==> src/rtl/fsb_pkg.sv <==
package fsb_pkg;
  localparam int unsigned DATA_W   = 32;
  localparam int unsigned NUM_REGS = 4;
  localparam int unsigned IDX_W    = $clog2(NUM_REGS);

  // fault kind code carried on flt_kind
  typedef enum logic {
    FLT_BAD_ENTRY = 1'b0,
    FLT_BAD_TYPE  = 1'b1
  } flt_kind_e;

  localparam logic [DATA_W-1:0] S0_KEEP      = 32'h0000_00FF;
  localparam logic [DATA_W-1:0] S0_WR_MARK   = 32'h0000_8000;
  localparam logic [DATA_W-1:0] S2_KEEP      = 32'h0000_00B0;
  localparam logic [DATA_W-1:0] S3_KEEP      = 32'h3FFF_FFFF;
  localparam int unsigned       S3_SRC_BIT   = 29;
  localparam logic [DATA_W-1:0] BAD_ENTRY_BIT = 32'h0000_0080;
  localparam logic [DATA_W-1:0] BAD_TYPE_CODE = 32'h0000_0020;
endpackage

==> src/rtl/fsb_wr_shape.sv <==
module fsb_wr_shape
  import fsb_pkg::*;
#(
  parameter int unsigned SLOT = 0
) (
  input  logic [DATA_W-1:0] wdata_i,
  output logic [DATA_W-1:0] shaped_o
);
  generate
    if (SLOT == 0) begin : g_s0
      assign shaped_o = (wdata_i & S0_KEEP) | S0_WR_MARK;
    end else if (SLOT == 2) begin : g_s2
      assign shaped_o = wdata_i & S2_KEEP;
    end else if (SLOT == 3) begin : g_s3
      assign shaped_o = (wdata_i & S3_KEEP)
                      | {{2{wdata_i[S3_SRC_BIT]}}, {(DATA_W-2){1'b0}}};
    end else begin : g_pass
      assign shaped_o = wdata_i;
    end
  endgenerate
endmodule

==> src/rtl/fsb_fault_merge.sv <==
module fsb_fault_merge
  import fsb_pkg::*;
(
  input  logic [DATA_W-1:0] base_i,
  input  logic              kind_i,
  input  logic              is_write_i,
  output logic [DATA_W-1:0] merged_o
);
  always_comb begin
    if (flt_kind_e'(kind_i) == FLT_BAD_TYPE) begin
      merged_o = BAD_TYPE_CODE | (is_write_i ? S0_WR_MARK : '0);
    end else if (is_write_i) begin
      merged_o = base_i | BAD_ENTRY_BIT | S0_WR_MARK;
    end else begin
      merged_o = (base_i | BAD_ENTRY_BIT) & ~S0_WR_MARK;
    end
  end
endmodule

==> src/rtl/fault_status_bank.sv <==
module fault_status_bank
  import fsb_pkg::*;
#(
  parameter int unsigned VA_W = 32
) (
  input  logic             clk,
  input  logic             rst_n,
  input  logic [1:0]       reg_idx,
  input  logic             reg_wr_en,
  input  logic [31:0]      reg_wdata,
  input  logic             reg_rd_en,
  output logic [31:0]      reg_rdata,
  input  logic             flt_valid,
  input  logic             flt_kind,
  input  logic             flt_write,
  input  logic [VA_W-1:0]  flt_vaddr,
  output logic             mem_err
);
  logic [DATA_W-1:0] stat_q [NUM_REGS];
  logic [DATA_W-1:0] stat_d [NUM_REGS];
  logic [DATA_W-1:0] shaped [NUM_REGS];
  logic [DATA_W-1:0] base   [NUM_REGS];
  logic [DATA_W-1:0] slot0_fault;

  genvar g;
  generate
    for (g = 0; g < NUM_REGS; g++) begin : g_shape
      fsb_wr_shape #(.SLOT(g)) u_shape (
        .wdata_i (reg_wdata),
        .shaped_o(shaped[g])
      );
    end
  endgenerate

  fsb_fault_merge u_merge (
    .base_i    (base[0]),
    .kind_i    (flt_kind),
    .is_write_i(flt_write),
    .merged_o  (slot0_fault)
  );

  // order per slot: read clear, then software write, then fault
  always_comb begin
    for (int i = 0; i < NUM_REGS; i++) begin
      base[i] = stat_q[i];
      if (reg_rd_en && reg_idx == IDX_W'(i)) base[i] = '0;
      if (reg_wr_en && reg_idx == IDX_W'(i)) base[i] = shaped[i];
      stat_d[i] = base[i];
    end
    if (flt_valid) begin
      stat_d[0] = slot0_fault;
      stat_d[1] = DATA_W'(flt_vaddr);
    end
  end

  always_ff @(posedge clk or negedge rst_n) begin
    if (!rst_n) begin
      for (int i = 0; i < NUM_REGS; i++) stat_q[i] <= '0;
      reg_rdata <= '0;
      mem_err   <= 1'b0;
    end else begin
      for (int i = 0; i < NUM_REGS; i++) stat_q[i] <= stat_d[i];
      if (reg_rd_en) reg_rdata <= stat_q[reg_idx];
      mem_err <= flt_valid;
    end
  end

  AST_ERR_AFTER_FAULT: assert property (@(posedge clk) disable iff (!rst_n)
    flt_valid |=> mem_err);
  AST_ERR_NEEDS_FAULT: assert property (@(posedge clk) disable iff (!rst_n)
    mem_err |-> $past(flt_valid));
  AST_ADDR_CAPTURE: assert property (@(posedge clk) disable iff (!rst_n)
    flt_valid |=> stat_q[1] == DATA_W'($past(flt_vaddr)));
  AST_READ_CLEARS: assert property (@(posedge clk) disable iff (!rst_n)
    (reg_rd_en && !reg_wr_en && !flt_valid) |=> stat_q[$past(reg_idx)] == '0);
  AST_READ_DATA: assert property (@(posedge clk) disable iff (!rst_n)
    reg_rd_en |=> reg_rdata == $past(stat_q[reg_idx]));
  AST_SLOT2_MASKED: assert property (@(posedge clk) disable iff (!rst_n)
    (stat_q[2] & ~S2_KEEP) == '0);
  AST_SLOT3_TOP: assert property (@(posedge clk) disable iff (!rst_n)
    stat_q[3][31] == stat_q[3][29] && stat_q[3][30] == stat_q[3][29]);
  AST_TYPE_OVERWRITE: assert property (@(posedge clk) disable iff (!rst_n)
    (flt_valid && flt_kind) |=> (stat_q[0] & ~S0_WR_MARK) == BAD_TYPE_CODE);
endmodule

==> config.mk <==
export PLATFORM = sky130hd
export DESIGN_NAME = fault_status_bank
export DESIGN_NICKNAME = d
export VERILOG_FILES = /design/src/rtl/fsb_pkg.sv /design/src/rtl/fsb_wr_shape.sv /design/src/rtl/fsb_fault_merge.sv /design/src/rtl/fault_status_bank.sv
export SDC_FILE = /design/constraint.sdc
export NUM_CORES = 1
export LEC_CHECK = 0
export ABC_AREA = 0
export BUFFER_PORTS_ARGS = -buffer_cell sky130_fd_sc_hd__buf_2
export CAP_MARGIN = 20
export CORE_MARGIN = 2
export CORE_UTILIZATION = 59
export DETAILED_ROUTE_END_ITERATION = 16
export GPL_ROUTABILITY_DRIVEN = 0
export PLACE_DENSITY = 0.84
export SLEW_MARGIN = 20
export SYNTH_ARGS = -nofsm -noshare
export SYNTH_HDL_FRONTEND = slang
export SYNTH_SLANG_ARGS = --single-unit
==> constraint.sdc <==
create_clock -name clk -period 2.3 [get_ports clk]
set_input_delay 0.345 -clock clk [delete_from_list [all_inputs] [get_ports clk]]
set_output_delay 0.345 -clock clk [all_outputs]
set_load 0.02 [all_outputs]
**Yosys cells after proc, flatten, opt, wreduce, memory -nomap -nowiden**

Cells that the tools add are included.

- Input port bits: 73
- Word-level logic and storage cells: 41
- Output and inout port bits: 33
- Register bits after elaboration: 161

- Mux-type cells: 15
- Order comparisons: 1
- Reductions and logical operators: 13
- Eq/ne operators: 3
- Bitwise logic cells: 2

Operators with widths:

| operator | count |
|---|---|
| $mux W32 | 11 |
| $bmux W32 S2 | 1 |
| $mux W64 | 1 |
| $mux W16 | 2 |
| $or A30 B32 Y32 | 1 |
| $logic_and A1 B1 Y1 | 8 |
| $reduce_bool A3 Y1 | 2 |
| $eq A2 B2 Y1 const B | 2 |
| $reduce_bool A2 Y1 | 2 |
| $ge A3 B3 Y1 const B | 1 |
| $not A2 Y3 | 1 |
| $eq A2 B1 Y1 const B | 1 |
| $logic_not A2 Y1 | 1 |

**Depth between registers and ports, before layout**

Gate-level depths: netlist of run 1.

- Depth after elaboration: 7
- Mapped depth: 6
- Depth with buffers taken out: 3

**Hierarchy**

A second synthesis of run 1 with hierarchy kept.

- Cell total of the unflattened synthesis: 852
- Area total of the unflattened synthesis: 8748.4 um2

By module, submodules not included:

| module | cells each | area an instance (um2) | times used | sequential area each (um2) |
|---|---|---|---|---|
| fault_status_bank | 686 | 7556.0 | 1 | 4028.9 |
| fsb_wr_shape (g_shape[1].u_shape ...) | 32 | 240.2 | 2 | 0.0 |
| fsb_wr_shape (g_shape[0].u_shape) | 34 | 247.7 | 1 | 0.0 |
| fsb_wr_shape (g_shape[2].u_shape) | 33 | 244.0 | 1 | 0.0 |
| fsb_fault_merge | 35 | 220.2 | 1 | 0.0 |

**Least setup slack after synthesis of run 1**

No wires, ideal clock.

- Path kind: input to register
- Start point: input port reg_idx[1]
- End point: register reg_rdata[20]
- Setup time: 0.137 ns
- Path buffers: 2
- Data arrival time: 1.219 ns
- Cell stages on the path: 5
- Data required time: 2.163 ns
- Path slack: 0.944 ns
- Cell sequence: buf_2 > buf_2 > mux2_1 > a22oi_1 > a21oi_1

- Cells in the longest elaborated chain, start to end: 4

Ends and longest elaborated chain:

| item | line | source |
|---|---|---|
| start, declared | fault_status_bank.sv:8 | `input logic [1:0] reg_idx,` |
| $not A2 Y3 (not written as such) | fault_status_bank.sv:63 | `if (reg_rd_en) reg_rdata <= stat_q[reg_idx];` |
| $bmux W32 S2 | fault_status_bank.sv:63 |  |
| $mux W32 (not written as such) (2 in series) | fault_status_bank.sv:63 |  |
| end signal, assigned | fault_status_bank.sv:63 |  |
| end, declared | fault_status_bank.sv:12 | `output logic [31:0] reg_rdata,` |

Every way passes these cells. The select of a mux whose other input is x is not followed.
A chain may end at the register's enable or synchronous reset.

**Worst setup path in the final report of run 1**

- Start point: register reg_rdata[15]
- End point: output port reg_rdata[15]

No word-level cell between the ends.

==> flow_summary.ini, run 1 <==
[status]
outcome = finished clean

[timing]
finalMaxSlewViolations = 0
grt_setup_unrepaired = false
timing.max_slew.rel_slack = 0.486
timing.final.hold_violations = 0
max_freq_mhz = 685
worst-slew-pin-transition_ns = 0.771
post-route-period-util = 0.635
fin_clk_skew_ns = 0.00570
setup_violations = 0
finalWorstSetupSlack_ns = 0.840
final_period_minus_worst_setup_slack_ns = 1.46
totalNegativeSetupSlack_ns = 0
worst_hold_slack_ns = 0.0448

[critical_path]
timing_worst_setup_path_type = flip-flop to output pin
crit_required_ns = 1.96
reg2reg_slack_ns = 1.13
critical_path.slowest_cell = sky130_fd_sc_hd__dfrtp_1
cell_by_cell_listing_of_the_critical_path = buf_2
cp-end-kind = output pin
crit-reg2reg-capture = reg_rdata[8]
worst_path_largest_cell_delay_ns = 0.41
timing.critical_path.arrival_ns = 1.11
ff2ff_path_depth = 3
worstReg2RegStart = stat_q[8]
path_delay_family = flip-flops
worst_setup_path_startpoint = reg_rdata[15]
startpoint_type = flip-flop
critical_path.max_fanout = 2
worst-path-buf-inv = 1

[routing]
avgRoutedWirePerCell_um = 21.1
drc_errors = 0
viasPerCell = 6.35
detailed_route_via_count = 4408
detail_route.iter0.violations = 280
drt_wl_total_mm = 14.7
drt_pass1_iterations = 5
antenna_left = 0

[pwr]
power_per_cell_area_mw_per_mm2 = 898
cellLeakagePower_nw = 3.45
power.ir.vdd_worst_v = 0.000679

[grt]
grt_max_degree = 84
grt_pass1_vias = 4496
grt_antenna_before_repair = 0
grt.total_usage = 0.304
grt-ovfl-total = 0
grt_first_pass_wirelength_mm = 23.1

[yosys]
seq_area_frac_synth = 0.583
netlist_instances = 465
mappedNetlistNets = 538
seq_cells_post_synth = 130
synth_cell_type_count = 32
syn-cell-area_mm2 = 0.00558
synth_area_leaders = sky130_fd_sc_hd__dfrtp_1 (58%), sky130_fd_sc_hd__a22o_1 (10%), sky130_fd_sc_hd__mux2_1 (5.2%)
yosys_warnings = 0
synth_area_per_cell_um2 = 12.0
netlist.top_cell.by_area = sky130_fd_sc_hd__dfrtp_1
synthDominantCellAreaShare = 0.583

[flow_run]
timing.max_cap.violations = 0

[clock_network]
max-clock-path-buffers = 2
clock_latency_ns = 0.53
cts.sink_count = 130
clock_tree.root_cell = sky130_fd_sc_hd__clkbuf_8
cts_htree_levels = 4
cts.repair_timing.setup_buffer_count = 0
cts-buffers-inserted = 17
clock_pin_slew_reported_for_the_worst_setup_and_hold_paths_after_clock_tree_synthesis_ns = 0.06
cts_tree = yes

[final_layout]
diodes = 0
nFillCells = 608
layout-drive-gt1-share = 0.280
instances_no_fill = 694
finish.instance_area_mm2 = 0.00685
layout.area.seq_mm2 = 0.00325
finish.net_count = 643
layout-area-overhead-vs-synth_pct = 22.6
area_taken_by_multi_input_logic_gates_mm2 = 0.00213

[floorplan]
fp-row-count = 35
die_area_mm2 = 0.0103
start_util = 0.607
die_h_um = 101
floorplan.io_pins = 106
width_of_the_chip_um = 101
core_area_mm2 = 0.00920

[placement]
portBuffers = 105
dp_hpwl_mm = 9.18
placedCellCount = 661
place_ws_ns = 0.546
cell_area_placed_mm2 = 0.00624

[min_path]
worstHoldPathType = primary input to flip-flop
worstHoldPathCells = 2
hold_path_startpoint = reg_wdata[25]
whs_endpoint = stat_q[25]
==> state kept, by name, indices dropped and copies added (netlist names) <==
signal,flops
reg_rdata,32
stat_q,97
mem_err,1
==> per-layer routing <==
metal	share of wire	global-route usage	vias to the layer above
li1	-	-	1918
met1	0.40	0.391	2247
met2	0.50	0.482	202
met3	0.068	0.0828	41
met4	0.029	0.143	0
met5	0	0	-
==> metrics by stage <==
step | util | power, mW
floorplan | - | 3.11
global placement | 0.679 | 3.40
detailed placement | 0.679 | 3.44
CTS | 0.744 | 6.17
global route | 0.744 | 6.36
finish | 0.744 | 6.14
==> what timing repair did <==
| item | in CTS | in global routing |
|---|---|---|
| hold buffers | 1 | 0 |
| resized for setup | 0 | 0 |
| hold endpoints to repair | 109 | 0 |
==> layout make-up <==
cell class | count | area share
flip-flops and latches | 130 | 0.475
repair buffers | 126 | 0.106
multi-input cells | 294 | 0.311
clock inverters | 15 | 0.0263
inverters | 1 | 0.000548
clock buffers | 17 | 0.0605
well taps | 111 | 0.0203
==> Yosys cell counts <==
| master | count |
|---|---|
| sky130_fd_sc_hd__mux2i_1 | 6 |
| sky130_fd_sc_hd__or2_1 | 1 |
| sky130_fd_sc_hd__buf_2 | 25 |
| sky130_fd_sc_hd__a21o_1 | 32 |
| sky130_fd_sc_hd__inv_1 | 1 |
| sky130_fd_sc_hd__and3_1 | 1 |
| sky130_fd_sc_hd__a21boi_1 | 1 |
| sky130_fd_sc_hd__a31oi_2 | 1 |
| sky130_fd_sc_hd__a31oi_1 | 3 |
| sky130_fd_sc_hd__nor4bb_1 | 1 |
| sky130_fd_sc_hd__o21ai_1 | 11 |
| sky130_fd_sc_hd__nand3_1 | 1 |
| sky130_fd_sc_hd__a21oi_2 | 1 |
| sky130_fd_sc_hd__or3_1 | 1 |
| sky130_fd_sc_hd__a22o_1 | 65 |
| sky130_fd_sc_hd__nor3b_1 | 1 |
| sky130_fd_sc_hd__mux2_1 | 26 |
| sky130_fd_sc_hd__buf_6 | 4 |
| sky130_fd_sc_hd__buf_4 | 3 |
| sky130_fd_sc_hd__or2_4 | 1 |
| sky130_fd_sc_hd__nand2_1 | 11 |
| sky130_fd_sc_hd__nor3b_4 | 1 |
| sky130_fd_sc_hd__nor2_1 | 31 |
| sky130_fd_sc_hd__and2_1 | 25 |
| sky130_fd_sc_hd__o221ai_1 | 3 |
| sky130_fd_sc_hd__clkbuf_1 | 8 |
| sky130_fd_sc_hd__nor2b_1 | 3 |
| sky130_fd_sc_hd__a22oi_1 | 26 |
| sky130_fd_sc_hd__a21oi_1 | 35 |
| sky130_fd_sc_hd__nand2b_1 | 5 |
| sky130_fd_sc_hd__o31a_1 | 1 |
| sky130_fd_sc_hd__dfrtp_1 | 130 |
==> how the worst max path moves through the flow <==
stage,cells after the start,to,slack (ns)
final,1,reg_rdata[15],0.84
after CTS,1,reg_rdata[30],0.82
after global placement,5,reg_rdata[2],0.58
after detailed placement,5,reg_rdata[8],0.55
after floorplan,5,reg_rdata[20],0.94
after global routing,1,reg_rdata[15],0.80
==> cells in the final DEF, fill, tap and decap left out, types with 2 or more instances in the layout <==
master | netlist | layout
sky130_fd_sc_hd__a22o_1 | 65 | 65
sky130_fd_sc_hd__clkinv_2 | 0 | 3
sky130_fd_sc_hd__a21o_1 | 32 | 32
sky130_fd_sc_hd__clkbuf_16 | 0 | 16
sky130_fd_sc_hd__o21ai_1 | 11 | 11
sky130_fd_sc_hd__a31oi_1 | 3 | 3
sky130_fd_sc_hd__and2_1 | 25 | 25
sky130_fd_sc_hd__nand2b_1 | 5 | 5
sky130_fd_sc_hd__bufinv_16 | 0 | 3
sky130_fd_sc_hd__dfrtp_1 | 130 | 130
sky130_fd_sc_hd__mux2_1 | 26 | 26
sky130_fd_sc_hd__clkinv_4 | 0 | 2
sky130_fd_sc_hd__a22oi_1 | 26 | 26
sky130_fd_sc_hd__clkinvlp_4 | 0 | 3
sky130_fd_sc_hd__nor2b_1 | 3 | 3
sky130_fd_sc_hd__mux2i_1 | 6 | 6
sky130_fd_sc_hd__a21oi_1 | 35 | 35
sky130_fd_sc_hd__buf_12 | 0 | 3
sky130_fd_sc_hd__o221ai_1 | 3 | 3
sky130_fd_sc_hd__buf_4 | 3 | 18
sky130_fd_sc_hd__nor2_1 | 31 | 30
sky130_fd_sc_hd__inv_6 | 0 | 4
sky130_fd_sc_hd__nand2_1 | 11 | 11
sky130_fd_sc_hd__buf_2 | 25 | 104
==> kinds of logic (layout without fill, tap and decap cells) <==
kind of cell	Yosys count	count (layout)	share of synthesized area
AOI/OAI and AO/OA	179	179	0.236
DFF	130	130	0.583
and+or+nand+nor	83	83	0.0775
buffers and inverters	41	159	0.0406
muxes	32	32	0.0632
==> report_power, final <==
group          switching, mW  internal, mW
logic                  0.451         0.349
registers              0.131          2.50
clock network           1.06          1.66
(Power assumes the default switching activity.)
==> inputs of run 2 (changes only) <==
CORE_UTILIZATION = 55   (was 59)
PLACE_DENSITY = 0.79   (was 0.84)
clock period = 1.4 ns   (was 2.3 ns; I/O delays follow)
==> flow_summary.ini, run 2 (same netlist as run 1, synthesis figures left out) <==
[status]
outcome = finished clean

[timing]
timing.max_slew.rel_slack = 0.732
grt_setup_unrepaired = false
finalWorstSetupSlack_ns = 0.0348
setup_violations = 0
timing.final.hold_violations = 0
final_period_minus_worst_setup_slack_ns = 1.37
finalMaxSlewViolations = 0
fin_clk_skew_ns = 0.00509
post-route-period-util = 0.975
worst-slew-pin-transition_ns = 0.402
max_freq_mhz = 733

[min_path]
whs_endpoint = stat_q[72]
worstHoldPathType = primary input to flip-flop
hold_path_startpoint = flt_vaddr[8]
worstHoldPathCells = 3

[critical_path]
critical_path.slowest_cell = sky130_fd_sc_hd__dlygate4sd3_1
crit-reg2reg-capture = reg_rdata[1]
cp-end-kind = flip-flop
ff2ff_path_depth = 3
timing.critical_path.arrival_ns = 1.78
timing_worst_setup_path_type = primary input to flip-flop
startpoint_type = primary input
reg2reg_slack_ns = 0.23
worstReg2RegStart = stat_q[1]
worst_path_largest_cell_delay_ns = 0.55
cell_by_cell_listing_of_the_critical_path = dlygate4sd3_1 > buf_2 > a22o_1 > dlygate4sd3_1 > a21o_1
crit_required_ns = 1.81
critical_path.most_common_cell = sky130_fd_sc_hd__dlygate4sd3_1
critical_path.max_fanout = 1

[floorplan]
fp-row-count = 36
start_util = 0.569
floorplan.io_pins = 106
die_h_um = 105
width_of_the_chip_um = 105
die_area_mm2 = 0.0110
core_area_mm2 = 0.00982

[routing]
avgRoutedWirePerCell_um = 20.8
drc_errors = 0
antenna_left = 0
detail_route.iter0.violations = 371
viasPerCell = 6.08
drt_pass1_iterations = 5
drt_wl_total_mm = 16.2
detailed_route_via_count = 4730

[grt]
grt-ovfl-total = 0
grt_antenna_before_repair = 0
grt_max_degree = 40
grt_first_pass_wirelength_mm = 26.6
grt_pass1_vias = 5139
grt.total_usage = 0.315

[clock_network]
cts_tree = yes
cts_hold_repair.buffers = 58
clock_pin_slew_reported_for_the_worst_setup_and_hold_paths_after_clock_tree_synthesis_ns = 0.06
cts.sink_count = 130
clock_latency_ns = 0.53
cts_htree_levels = 4
clock_tree.root_cell = sky130_fd_sc_hd__clkbuf_8
max-clock-path-buffers = 2
cts-buffers-inserted = 17
cts.repair_timing.setup_buffer_count = 0
cts_repair_resize_count = 0

[final_layout]
finish.instance_area_mm2 = 0.00756
largest_registers = stat_q (97), reg_rdata (32), mem_err (1)
layout.area.seq_mm2 = 0.00325
layout-drive-gt1-share = 0.257
mostFrequentLayoutCells = sky130_fd_sc_hd__dfrtp_1 (130), sky130_fd_sc_hd__buf_2 (104), sky130_fd_sc_hd__a22o_1 (65), sky130_fd_sc_hd__dlygate4sd3_1 (58), sky130_fd_sc_hd__a21oi_1 (35)
area_taken_by_multi_input_logic_gates_mm2 = 0.00213
largest_reg_flops = 97
finish.net_count = 708
diodes = 0
layout.cells.most_common = sky130_fd_sc_hd__dfrtp_1
instances_no_fill = 778
nFillCells = 605
regMostFlops = stat_q
layout-area-overhead-vs-synth_pct = 35.5
fin_util = 0.770

[placement]
cell_area_placed_mm2 = 0.00639
placedCellCount = 691
dp_hpwl_mm = 9.39
place_ws_ns = -0.0297
portBuffers = 105

[pwr]
totalPowerFinal_mw = 10.3
cellLeakagePower_nw = 3.76
power.ir.vdd_worst_v = 0.000719
power_per_cell_area_mw_per_mm2 = 1360

[flow_run]
timing.max_cap.violations = 0
## run 2: through the flow
| stage | setup TNS, ns | hold WS (ns) |
|---|---|---|
| floorplan | 0 | -0.0856 |
| global placement | 0 | 0.103 |
| detailed placement | -0.0902 | 0.104 |
| CTS | 0 | 0.00221 |
| global route | 0 | 0.00296 |
| finish | 0 | 0.0132 |
## run 2: critical path: cells and delay by family
family	cells	cell delay [ns]
buf+inv	3	1.23
compound gates	2	0.34
## run 2: per-layer routing
layer,vias to the layer above,GRT usage,part of all wire
met1,2374,0.398,0.39
met2,264,0.527,0.51
met3,45,0.0736,0.076
met5,-,0,0
met4,0,0.118,0.021
li1,2047,-,-
## run 2: where the power goes
part / switching [mW] / internal [mW]
Clock: 1.52 / 2.91
Combinational: 0.781 / 0.714
Sequential: 0.235 / 4.11
Total: 2.54 / 7.73
## run 2: how the worst max path moves through the flow
| stage | startpoint | end | slack (ns) | depth (start not counted) |
|---|---|---|---|---|
| after CTS | reg_rdata[13] | reg_rdata[13] | 0.07 | 1 |
| final | reg_wdata[31] | stat_q[95] | 0.03 | 5 |
| after detailed placement | reg_idx[1] | reg_rdata[19] | -0.03 | 5 |
| after floorplan | reg_idx[1] | reg_rdata[20] | 0.18 | 5 |
| after global routing | reg_idx[0] | stat_q[95] | 0.002 | 6 |
| after global placement | reg_idx[1] | reg_rdata[23] | 0.03 | 5 |
## run 2: area by class of cell
cell class,instances,area share
sequential,130,0.430
multi-input combinational,294,0.282
timing repair buffer,191,0.188
clock buffer,24,0.0649
tap,133,0.0220
clock inverter,5,0.0132
inverter,1,0.000496
